===== config.mk =====
export PLATFORM = sky130hd
export DESIGN_NAME = stripe_parity_ctrl
export DESIGN_NICKNAME = d
export VERILOG_FILES = /design/src/rtl/psc_pkg.sv /design/src/rtl/psc_stripe_map.sv /design/src/rtl/psc_xor_fold.sv /design/src/rtl/stripe_parity_ctrl.sv
export SDC_FILE = /design/constraint.sdc
export NUM_CORES = 1
export LEC_CHECK = 0
export BUFFER_PORTS_ARGS = -buffer_cell sky130_fd_sc_hd__buf_2
export CORE_AREA = 2 2 76 78
export CTS_CLUSTER_DIAMETER = 120
export DETAILED_ROUTE_END_ITERATION = 7
export DIE_AREA = 0 0 78 80
export GPL_ROUTABILITY_DRIVEN = 0
export GPL_TIMING_DRIVEN = 0
export PLACE_DENSITY = 0.85
export SLEW_MARGIN = 30
export SYNTH_ARGS = -nofsm -noshare
export SYNTH_HDL_FRONTEND = slang
export SYNTH_SLANG_ARGS = --single-unit

===== constraint.sdc =====
create_clock -name clk -period 10.1 [get_ports clk]
set_clock_uncertainty 0.05 [all_clocks]
set_input_delay 1.01 -clock clk [delete_from_list [all_inputs] [get_ports clk]]
set_output_delay 1.01 -clock clk [all_outputs]
set_load 0.005 [all_outputs]

===== src/rtl/psc_pkg.sv =====
package psc_pkg;
   typedef enum logic [2:0] {
      ST_IDLE,
      ST_RDREQ,
      ST_RDWAIT,
      ST_WRITE,
      ST_DONE
   } psc_state_e;
endpackage


===== src/rtl/psc_stripe_map.sv =====
module psc_stripe_map #(
   parameter int NDATA = 3,
   parameter int LBN_W = 4,
   parameter int AW    = 2,
   parameter int MW    = 2
) (
   input  logic [LBN_W-1:0] lbn,
   output logic [AW-1:0]    row,
   output logic [MW-1:0]    dmem,
   output logic [MW-1:0]    pmem
);
   localparam int NM = NDATA + 1;

   logic [LBN_W-1:0] stripe_w, slot_w, rot_w;

   // block to stripe row, parity member and data member
   always_comb begin
      stripe_w = lbn / LBN_W'(NDATA);
      slot_w   = lbn % LBN_W'(NDATA);
      rot_w    = stripe_w % LBN_W'(NM);
      row      = AW'(stripe_w);
      pmem     = MW'(NDATA) - MW'(rot_w);
      dmem     = (MW'(slot_w) < pmem) ? MW'(slot_w) : MW'(slot_w) + MW'(1);
   end
endmodule


===== src/rtl/psc_xor_fold.sv =====
module psc_xor_fold #(
   parameter int NM = 4,
   parameter int DW = 8
) (
   input  logic [NM-1:0]    sel,
   input  logic [NM*DW-1:0] words,
   output logic [DW-1:0]    folded
);
   always_comb begin
      folded = '0;
      for (int m = 0; m < NM; m++) begin
         if (sel[m]) folded = folded ^ words[m*DW +: DW];
      end
   end
endmodule


===== src/rtl/stripe_parity_ctrl.sv =====
module stripe_parity_ctrl #(
   parameter  int NDATA = 3,
   parameter  int DW    = 8,
   parameter  int ROWS  = 4,
   localparam int NM    = NDATA + 1,
   localparam int AW    = $clog2(ROWS),
   localparam int MW    = $clog2(NM),
   localparam int LBN_W = $clog2(NDATA * ROWS)
) (
   input  logic             clk,
   input  logic             rst_n,
   input  logic             fail_en,
   input  logic [MW-1:0]    fail_id,
   input  logic             host_valid,
   output logic             host_ready,
   input  logic             host_we,
   input  logic [LBN_W-1:0] host_lbn,
   input  logic [DW-1:0]    host_wdata,
   output logic             done,
   output logic [DW-1:0]    done_rdata,
   output logic [NM-1:0]    mem_req,
   output logic [NM-1:0]    mem_we,
   output logic [NM*AW-1:0] mem_addr,
   output logic [NM*DW-1:0] mem_wdata,
   input  logic [NM*DW-1:0] mem_rdata
);
   import psc_pkg::*;

   if (NDATA < 2) begin : g_bad_ndata
      $error("stripe_parity_ctrl: NDATA must be at least 2");
   end
   if (ROWS < 2) begin : g_bad_rows
      $error("stripe_parity_ctrl: ROWS must be at least 2");
   end
   if (DW < 1) begin : g_bad_dw
      $error("stripe_parity_ctrl: DW must be positive");
   end

   psc_state_e        st_q, st_d;
   logic              wdat_en_q, wpar_en_q, wdat_en_d, wpar_en_d;
   logic [AW-1:0]     row_q, map_row;
   logic [MW-1:0]     dmem_q, pmem_q, map_dmem, map_pmem;
   logic [DW-1:0]     wdata_q, acc_q, fold_w;
   logic [NM-1:0]     rd_mask_q, rd_mask_d;
   logic [NM-1:0]     fmask, dmask, pmask;
   logic              op_we_q, accept;

   psc_stripe_map #(
      .NDATA (NDATA),
      .LBN_W (LBN_W),
      .AW    (AW),
      .MW    (MW)
   ) map_i (
      .lbn  (host_lbn),
      .row  (map_row),
      .dmem (map_dmem),
      .pmem (map_pmem)
   );

   psc_xor_fold #(
      .NM (NM),
      .DW (DW)
   ) fold_i (
      .sel    (rd_mask_q),
      .words  (mem_rdata),
      .folded (fold_w)
   );

   assign host_ready = (st_q == ST_IDLE);
   assign accept     = host_valid & host_ready;
   assign done       = (st_q == ST_DONE);
   assign done_rdata = acc_q;

   // plan of the member accesses for an incoming request
   always_comb begin
      fmask     = fail_en ? (NM'(1) << fail_id) : '0;
      dmask     = NM'(1) << map_dmem;
      pmask     = NM'(1) << map_pmem;
      rd_mask_d = '0;
      wdat_en_d = 1'b0;
      wpar_en_d = 1'b0;
      st_d      = ST_RDREQ;
      if (!host_we) begin
         rd_mask_d = ((dmask & fmask) != '0) ? ~fmask : dmask;
      end else if ((pmask & fmask) != '0) begin
         wdat_en_d = 1'b1;
         st_d      = ST_WRITE;
      end else if ((dmask & fmask) != '0) begin
         rd_mask_d = ~(dmask | pmask);
         wpar_en_d = 1'b1;
      end else begin
         rd_mask_d = dmask | pmask;
         wdat_en_d = 1'b1;
         wpar_en_d = 1'b1;
      end
   end

   always_ff @(posedge clk) begin
      if (!rst_n) begin
         st_q      <= ST_IDLE;
         op_we_q   <= 1'b0;
         wdat_en_q <= 1'b0;
         wpar_en_q <= 1'b0;
         row_q     <= '0;
         dmem_q    <= '0;
         pmem_q    <= '0;
         wdata_q   <= '0;
         acc_q     <= '0;
         rd_mask_q <= '0;
      end else begin
         unique case (st_q)
            ST_IDLE: begin
               if (accept) begin
                  st_q      <= st_d;
                  op_we_q   <= host_we;
                  wdat_en_q <= wdat_en_d;
                  wpar_en_q <= wpar_en_d;
                  row_q     <= map_row;
                  dmem_q    <= map_dmem;
                  pmem_q    <= map_pmem;
                  wdata_q   <= host_wdata;
                  rd_mask_q <= rd_mask_d;
               end
            end
            ST_RDREQ:  st_q <= ST_RDWAIT;
            ST_RDWAIT: begin
               acc_q <= fold_w;
               st_q  <= op_we_q ? ST_WRITE : ST_DONE;
            end
            ST_WRITE:  st_q <= ST_DONE;
            ST_DONE:   st_q <= ST_IDLE;
            default:   st_q <= ST_IDLE;
         endcase
      end
   end

   for (genvar m = 0; m < NM; m++) begin : g_member
      logic is_d, is_p;
      assign is_d = (dmem_q == MW'(m));
      assign is_p = (pmem_q == MW'(m));
      assign mem_req[m] = ((st_q == ST_RDREQ) && rd_mask_q[m]) ||
                          ((st_q == ST_WRITE) && ((wdat_en_q && is_d) || (wpar_en_q && is_p)));
      assign mem_we[m]  = (st_q == ST_WRITE);
      assign mem_addr[m*AW +: AW]  = row_q;
      assign mem_wdata[m*DW +: DW] = is_p ? (acc_q ^ wdata_q) : wdata_q;
   end
endmodule


### Word-level counts from Yosys, hierarchy flattened

Index checks and enable logic that the tools add are counted.

* add/subtract/negate cells: 2
* $mul: 0
* div/mod/pow operators: 2
* order comparisons: 1
* equal/unequal tests: 11
* shift operators: 3
* mux-type cells: 24
* bitwise operators: 10
* reductions and logical operators: 30

Operators with widths (number)
* 2-to-1 mux 8 bit: 8
* XOR 8 bit: 4
* 2-to-1 mux 4 bit: 5
* logical AND 1 bit: 16
* case mux 3 bit (4 select lines): 1
* left shift 1 x 2 -> 4 bit, first input constant: 3
* bitwise AND 4 bit: 2
* equality test 2 bit, second input constant: 4
* logical OR 1 bit: 8
* NOT 4 bit: 2
* nonzero test 4 bit: 2
* equality test 3 x 2 -> 1 bit, second input constant: 2
* 2-to-1 mux 2 bit: 3
* 2-to-1 mux 3 bit: 2
* 2-to-1 mux 1 bit: 5
* divider 4 x 2 -> 4 bit, second input constant: 1
* equality test 2 x 1 -> 1 bit, second input constant: 2
* logical NOT 2 bit: 2
* modulo 4 x 2 -> 4 bit, second input constant: 1
* OR 4 bit: 1
* equality test 3 x 1 -> 1 bit, second input constant: 1
* equality test 3 bit, second input constant: 1
* logical NOT 3 bit: 1
* adder 2 x 1 -> 2 bit, second input constant: 1
* other kinds (5): 5

* register bits after elaboration: 32
* latch bits: 0
* RAM bits: 0
* bits in read-only memories: 0
* bits of input ports: 51
* memories: 0

### Logic depth before layout (Yosys ltp)

Gate-level depths: netlist of run 1.

* word-level depth: 10
* mapped depth: 21
* gate-level depth less buffers: 20

### By module

A second synthesis of run 1 with hierarchy kept.

* cell total of the unflattened synthesis: 372
* area total of the unflattened synthesis: 2847.7 µm²

Modules (own cells, without submodules)
* stripe_parity_ctrl: times used 1, cells each 287, area an instance 2260.9 µm², sequential area each 640.6 µm²
* psc_xor_fold: times used 1, cells each 60, area an instance 367.9 µm², sequential area each 0.0 µm²
* psc_stripe_map: times used 1, cells each 25, area an instance 219.0 µm², sequential area each 0.0 µm²

### Worst setup path before layout of run 1

No wires, ideal clock.

* path kind: in2reg
* from: in host_lbn[2]
* to: reg rd_mask_q[2]
* arrival: 4.948 ns
* path slack: 4.977 ns
* stages on the path: 21
* path buffers: 1
* cell sequence: nor2b_1 > ha_1 > inv_1 > ha_1 > buf_6 > and4bb_2 > nor2_1 > ha_1 > or3b_1 > a21oi_1 > o22ai_1 > nand2_1 > clkinv_1 > ha_1 > nor2b_1 > o21a_1 > o311ai_0 > a21oi_1 > a211oi_1 > nor4bb_1 > o41a_1

* cells in the longest elaborated chain, start to end: 10

RTL lines
* from (decl): line stripe_parity_ctrl.sv:17 `input logic [LBN_W-1:0] host_lbn,`
* divider 4 x 2 -> 4 bit: line psc_stripe_map.sv:18 `stripe_w = lbn / LBN_W'(NDATA);`
* subtractor 2 bit: line psc_stripe_map.sv:22 `pmem = MW'(NDATA) - MW'(rot_w);`
* < comparator 2 bit: line psc_stripe_map.sv:23 `dmem = (MW'(slot_w) < pmem) ? MW'(slot_w) : MW'(slot_w) + MW'(1);`
* 2-to-1 mux 2 bit: line psc_stripe_map.sv:23
* left shift 1 x 2 -> 4 bit: line stripe_parity_ctrl.sv:77 `dmask = NM'(1) << map_dmem;`
* bitwise AND 4 bit / OR 4 bit (equally long branches)
* nonzero test 4 bit / NOT 4 bit (equally long branches): line stripe_parity_ctrl.sv:84, stripe_parity_ctrl.sv:88, stripe_parity_ctrl.sv:89
* 2-to-1 mux 4 bit: line stripe_parity_ctrl.sv:88 `end else if ((dmask & fmask) != '0) begin`
* 2-to-1 mux 4 bit: line stripe_parity_ctrl.sv:85 `end else if ((pmask & fmask) != '0) begin`
* 2-to-1 mux 4 bit (*): line stripe_parity_ctrl.sv:83 `if (!host_we) begin`
* to (signal assigned): line stripe_parity_ctrl.sv:122 `rd_mask_q <= rd_mask_d;`
* to (decl): line stripe_parity_ctrl.sv:44 `logic [NM-1:0] rd_mask_q, rd_mask_d;`

Every way passes the cells marked *; elsewhere a longest branch is shown, timed or not.
A chain may end at the register's enable or synchronous reset.

### Worst setup path after layout of run 1

Ends and elaborated chain as after synthesis.

==> results.yml, run 1 <==
synthesis:
  ys_types: 53
  seq_area_frac_synth: 0.2267
  synth_edf_count: 0
  syn_inst: 395
  synth_top_area_cell: "dfxtp_1"
  ys_ff_latch: 32
  async_flop_share: 0
  yosys-top-cells-area: "dfxtp_1 23%, xnor2_1 18%, nand2_1 14%, clkbuf_1 3.2%, nor2_1 2.9%"
  synthesis.nets: 451
  mappedNetlistArea_um2: 2825
  ys_top_cells_by_count: "104 x nand2_1, 58 x xnor2_1, 32 x dfxtp_1"
  synth_warnings: 0
  syn_avg_cell_area_um2: 7.152
  synth_top_cell_area_share: 0.2267
  synth_top_flop_cell: "dfxtp_1"
  yosysMostFrequentCell: "nand2_1"
place:
  io_buffers: 106
  postPlaceCellArea_um2: 3446
  post-dp-hpwl_um: 5923
  dpl.cell_count: 573
clock_network:
  cts_hold_buf: 0
  clockBufferDepth: 2
  cts_max_level: 2
  cts.clk_slew.worst_paths_ns: 0.06
  clk_latency_ns: 0.28
  cts_root_buf: "clkbuf_8"
  cts_setup_buffers: 0
  cts_tree: "done"
  post_cts_resized: 0
  cts.sink_count: 32
  cts_buffers: 5
worst_setup_path:
  cp-end-kind: "flop"
  critical_path_class: "input pin to flop"
  cp_max_fo: 8
  critPathLaunchType: "input pin"
  worstPathRequired_ns: 10.21
  crit_arrival_ns: 5.68
  r2r_cells: 7
min_path:
  min_path_cells: 2
  hold_class: "flop to flop"
sta:
  slew_violations: 0
  hold_viol_final: 0
  slew_headroom: 0.5336
  tns_ns: 0
  fin_crit_ns: 5.566
  whs_ns: 0.4465
  setup_viol: 0
  finalCritPeriodShare: 0.5511
  worst_pin_slew_ns: 0.6943
  fmax_mhz: 179.7
  rsz0062_at_grt: "false"
power:
  ir_drop_mv: 0.06426
  powerDensity_nw_per_um2: 138.6
  power_leakage_nw: 1.595
floorplanning:
  fp-row-count: 27
  die_area_um2: 6240
  io_pins: 109
  die_w_um: 78
  core_um2: 5405
  start_util: 0.5227
  die_y_um: 80
global_routing:
  use_met2: 0.4474
  grt_max_degree: 11
  track_usage: 0.2492
  gr-total-overflow: 0
  grt_use_met1: 0.2890
  grt_pass1_vias: 2779
  grtUsageMet3: 0.05317
  antenna_found_initial: 0
  grt_pass1_wl_um: 12550
  busiest_layer: "met2"
routing:
  num_vias: 3064
  detail_route.wl_per_cell_um: 13.21
  ant_nets: 0
  drtPass1Iterations: 5
  viasPerCell: 5.274
  drtIter0Drc: 143
  drc: 0
  wirelength_um: 7674
run_status:
  status: "complete, no violations"
layout:
  layout.nets: 564
  fill_cells: 468
  n_antenna_cell: 0
  final_area_um2: 3553
  drive_gt1_frac: 0.2613
  syn_to_final_growth_pct: 25.78
  final_cell_count_no_fill: 581
flow_run:
  drv_cap: 0
[cell type report]
class                           count  area (um^2)  share of cell area
Buffer                             36        183.9             0.05176
Clock buffer                        6        72.57             0.02042
Tap cell                           72        90.09             0.02535
Sequential cell                    32        640.6              0.1803
Clock inverter                      2        35.03            0.009859
Timing Repair Buffer              106        530.5              0.1493
Inverter                           10        37.54             0.01056
Multi-Input combinational cell    317         1963              0.5525
[per-stage QoR]
stage                       util  setup WS [ns]  total power (W)
after floorplan                -          4.977        0.0003066
after global placement    0.6375          4.401        0.0003689
after detailed placement  0.6375          4.302        0.0003736
after CTS                 0.6574          4.577        0.0004925
after global routing      0.6574          4.067        0.0005261
final                     0.6574          4.534        0.0004925
[metal layers]
metal | wire (um) | share of wire
met3 | 538 | 0.070
met1 | 3093 | 0.40
met2 | 3886 | 0.51
met4 | 155 | 0.020
met5 | 0 | 0
[cell families after synthesis]
group / Yosys count / synth area share
buf+inv: 46 / 0.07838
compound gates: 76 / 0.1966
fa+ha+maj: 5 / 0.02214
simple gates: 173 / 0.2746
flops: 32 / 0.2267
mux: 3 / 0.01550
xor+xnor: 60 / 0.1860
[final timing paths]
kind	startpoint	end	slack, ns
setup / recovery	host_lbn[2]	rd_mask_q[2]	4.53
hold / removal	op_we_q	op_we_q	0.45
setup reg to reg	st_q[1]	rd_mask_q[3]	8.02
hold reg to reg	op_we_q	op_we_q	0.45
[where the power goes]
group	leakage, nW	total (W)	switching (W)	internal (W)
Combinational	1.28	0.000218	0.000121	0.0000975
Sequential	0.262	0.000156	0.0000146	0.000141
Clock	0.0552	0.000118	0.0000453	0.0000731
[worst max-delay path, stage by stage]
cell and delay (ns):
buf_2 0.12, nor2b_1 0.13, ha_1 0.18, inv_1 0.06
ha_1 0.15, buf_6 0.12, and4bb_2 0.24, nor2_1 0.08
ha_1 0.23, or3b_1 0.45, a21oi_1 0.24, o22ai_1 0.19
nand2_1 0.17, clkinv_1 0.20, ha_1 0.33, nor2b_1 0.31
nor3_1 0.07, o311ai_0 0.52, a21oi_1 0.13, a211oi_1 0.28
nor4bb_1 0.09, o41a_1 0.37
[cell usage in the layout, fill, tap and decap left out, types with 5 or more instances in the layout]
| master | count |
|---|---|
| buf_2 | 106 |
| nand2_1 | 104 |
| xnor2_1 | 58 |
| dfxtp_1 | 32 |
| clkbuf_1 | 25 |
| nor2_1 | 22 |
| a21oi_1 | 11 |
| nor3_1 | 10 |
| a21boi_0 | 10 |
| o21ai_0 | 10 |
| buf_4 | 9 |
| inv_1 | 8 |
| a211oi_1 | 8 |
| o211a_1 | 8 |
| o211ai_1 | 8 |
| nand2b_1 | 6 |
| nand3_1 | 6 |
| nor2b_1 | 6 |
| and2_1 | 5 |
| ha_1 | 5 |
| clkbuf_8 | 5 |
[flip-flops by register name (all words and copies together) (netlist names)]
| name | cells |
|---|---|
| wdata_q | 8 |
| pmem_q | 2 |
| row_q | 2 |
| rd_mask_q | 4 |
| dmem_q | 2 |
| wdat_en_q | 1 |
| wpar_en_q | 1 |
| op_we_q | 1 |
| st_q | 3 |
| done_rdata | 8 |
(Power assumes the default switching activity.)
==> run 2, diff against run 1 <==
Settings changed: CORE_AREA 2 2 76 78 to 2 2 83 85, DIE_AREA 0 0 78 80 to 0 0 85 87, PLACE_DENSITY 0.85 to 0.75.
Clock period 10.1 ns to 4.8 ns, I/O delays scaled along.
==> run 2 against run 1 <==
Sequential cell count unchanged. Non-clock buffer count increased by 3. Die area increased by 19%. Worst setup slack got worse by 4.3 ns. Register-to-register slack got worse by 5.2 ns. Global-route usage decreased by 3.8 points. Worst hold slack got worse by 0.044 ns. Sequential share of layout area decreased by 0.59 points. Sequential power increased by 110%. Cell count increased by 1.9%. Critical path depth decreased by 1. Combinational power increased by 120%.
==> results.yml, run 2 (same netlist as run 1, synthesis figures left out) <==
clock_network:
  cts_root_buf: "clkbuf_8"
  cts_max_level: 2
  clk_latency_ns: 0.28
  cts.clk_slew.worst_paths_ns: 0.07
  cts_buffers: 5
  clockBufferDepth: 2
  cts.sink_count: 32
  cts_hold_buf: 0
  cts_tree: "done"
sta:
  slew_violations: 0
  finalCritPeriodShare: 0.9602
  worst_pin_slew_ns: 0.8787
  fmax_mhz: 217.0
  slew_headroom: 0.4097
  fin_crit_ns: 4.609
  tns_ns: 0
  hold_viol_final: 0
  setup_viol: 0
worst_setup_path:
  r2r_cells: 5
  critPathLaunchType: "input pin"
  crit_arrival_ns: 4.73
  cp_slowest_cell: "or3b_1"
  cp_max_fo: 8
  cp_common_cell: "ha_1"
  r2r_end: "done_rdata[7]"
  max_stage_delay_ns: 0.46
  worstPathRequired_ns: 4.92
  critPathLaunch: "host_lbn[2]"
  critical_path_class: "input pin to flop"
  reg2reg_slack_ns: 2.80
  cp_cell_sequence: "buf_2 -> nor2b_1 -> ha_1 -> inv_1 -> ha_1 -> buf_6 -> and4bb_2 -> nor2_2 -> ha_1 -> or3b_1 -> a21oi_2 -> o22ai_2 -> nand2_2 -> clkinvlp_4 -> ha_1 -> nor2b_2 -> or3_1 -> nor3_1 -> nor3_1 -> nor4bb_1 -> o41a_1"
  cp-end-kind: "flop"
  r2r-start: "st_q[1]"
routing:
  drc: 0
  drtIter0Drc: 159
  viasPerCell: 5.238
  num_vias: 3101
  drtPass1Iterations: 5
  ant_nets: 0
  detail_route.wl_per_cell_um: 13.42
  wirelength_um: 7944
global_routing:
  gr-total-overflow: 0
  grt_max_degree: 11
  grt_pass1_vias: 2777
  antenna_found_initial: 0
  grt_pass1_wl_um: 12840
  track_usage: 0.2114
min_path:
  min_path_cells: 3
  hold_class: "input pin to flop"
  min-delay-start: "host_wdata[2]"
  holdPathEnd: "wdata_q[2]"
layout:
  n_antenna_cell: 0
  fill_cells: 623
  drive_gt1_frac: 0.2930
  layout.nets: 567
  final_common_cell: "buf_2"
  final_area_um2: 3674
  utilization: 0.5592
  final_cell_mix: "106 x buf_2, 103 x nand2_1, 58 x xnor2_1"
  syn_to_final_growth_pct: 30.03
floorplanning:
  core_um2: 6569
  start_util: 0.4301
  die_y_um: 87
  die_w_um: 85
  fp-row-count: 30
  die_area_um2: 7395
  io_pins: 109
power:
  power_leakage_nw: 1.631
  finalPower_w: 0.001096
  ir_drop_mv: 0.1703
  powerDensity_nw_per_um2: 298.3
run_status:
  status: "complete, no violations"
flow_run:
  drv_cap: 0
place:
  post-dp-hpwl_um: 6204
  postPlaceCellArea_um2: 3456
  io_buffers: 106
[run 2: worst max-delay path by stage]
stage              endpoint  slack (ns)  cells past startpoint
2_1_floorplan  rd_mask_q[2]        0.21                     21
3_3_place_gp   rd_mask_q[2]       -0.39                     22
3_5_place_dp   rd_mask_q[2]       -0.50                     22
4_1_cts        rd_mask_q[2]       0.007                     22
5_1_grt        rd_mask_q[2]       -0.09                     22
6_report       rd_mask_q[2]        0.19                     21
[run 2: what timing repair did]
| action | in CTS | in global routing |
|---|---|---|
| setup buffers | 0 | 3 |
| setup endpoints to repair | 4 | 4 |
| endpoints found under the hold margin | 0 | 0 |
| gates resized for setup | 4 | 12 |
| cloned | 0 | 0 |
[run 2: final cells by class]
| class | count | area [um^2] | area share |
|---|---|---|---|
| plain buffers | 36 | 183.9 | 0.05007 |
| clock buffers | 7 | 96.34 | 0.02623 |
| clock inverters | 1 | 30.03 | 0.008174 |
| inverters | 10 | 41.29 | 0.01124 |
| multi-input cells | 317 | 2028 | 0.5521 |
| flip-flops and latches | 32 | 640.6 | 0.1744 |
| well taps | 80 | 100.1 | 0.02725 |
| repair buffers | 109 | 553.0 | 0.1505 |
[run 2: metrics by stage]
stage,cells,setup WS [ns],hold WS [ns]
after floorplan,395,0.2065,0.4048
after global placement,581,-0.3945,0.4216
after detailed placement,581,-0.4987,0.4257
after CTS,589,0.007125,0.4031
after global routing,592,-0.09094,0.4056
final,592,0.1909,0.4024
[run 2: worst max-delay path, delay by kind of cell]
kind | cells | cell delay, ns
and+or+nand+nor | 10 | 2.22
adders and majority gates | 4 | 0.81
AOI/OAI and AO/OA | 3 | 0.74
buffers and inverters | 4 | 0.47
[run 2: layer usage]
| metal | wire length, um | up-vias | GRT usage |
|---|---|---|---|
| met5 | 0 | - | 0 |
| met4 | 132 | 0 | 0.04906 |
| met3 | 542 | 15 | 0.03602 |
| met2 | 3917 | 125 | 0.3928 |
| met1 | 3352 | 1407 | 0.2533 |
| li1 | - | 1554 | - |
[run 2: power by group]
part           internal (W)  total [W]  switching, W
combinational      0.000218   0.000488      0.000269
sequential         0.000297   0.000330     0.0000329
clock              0.000183   0.000279     0.0000955
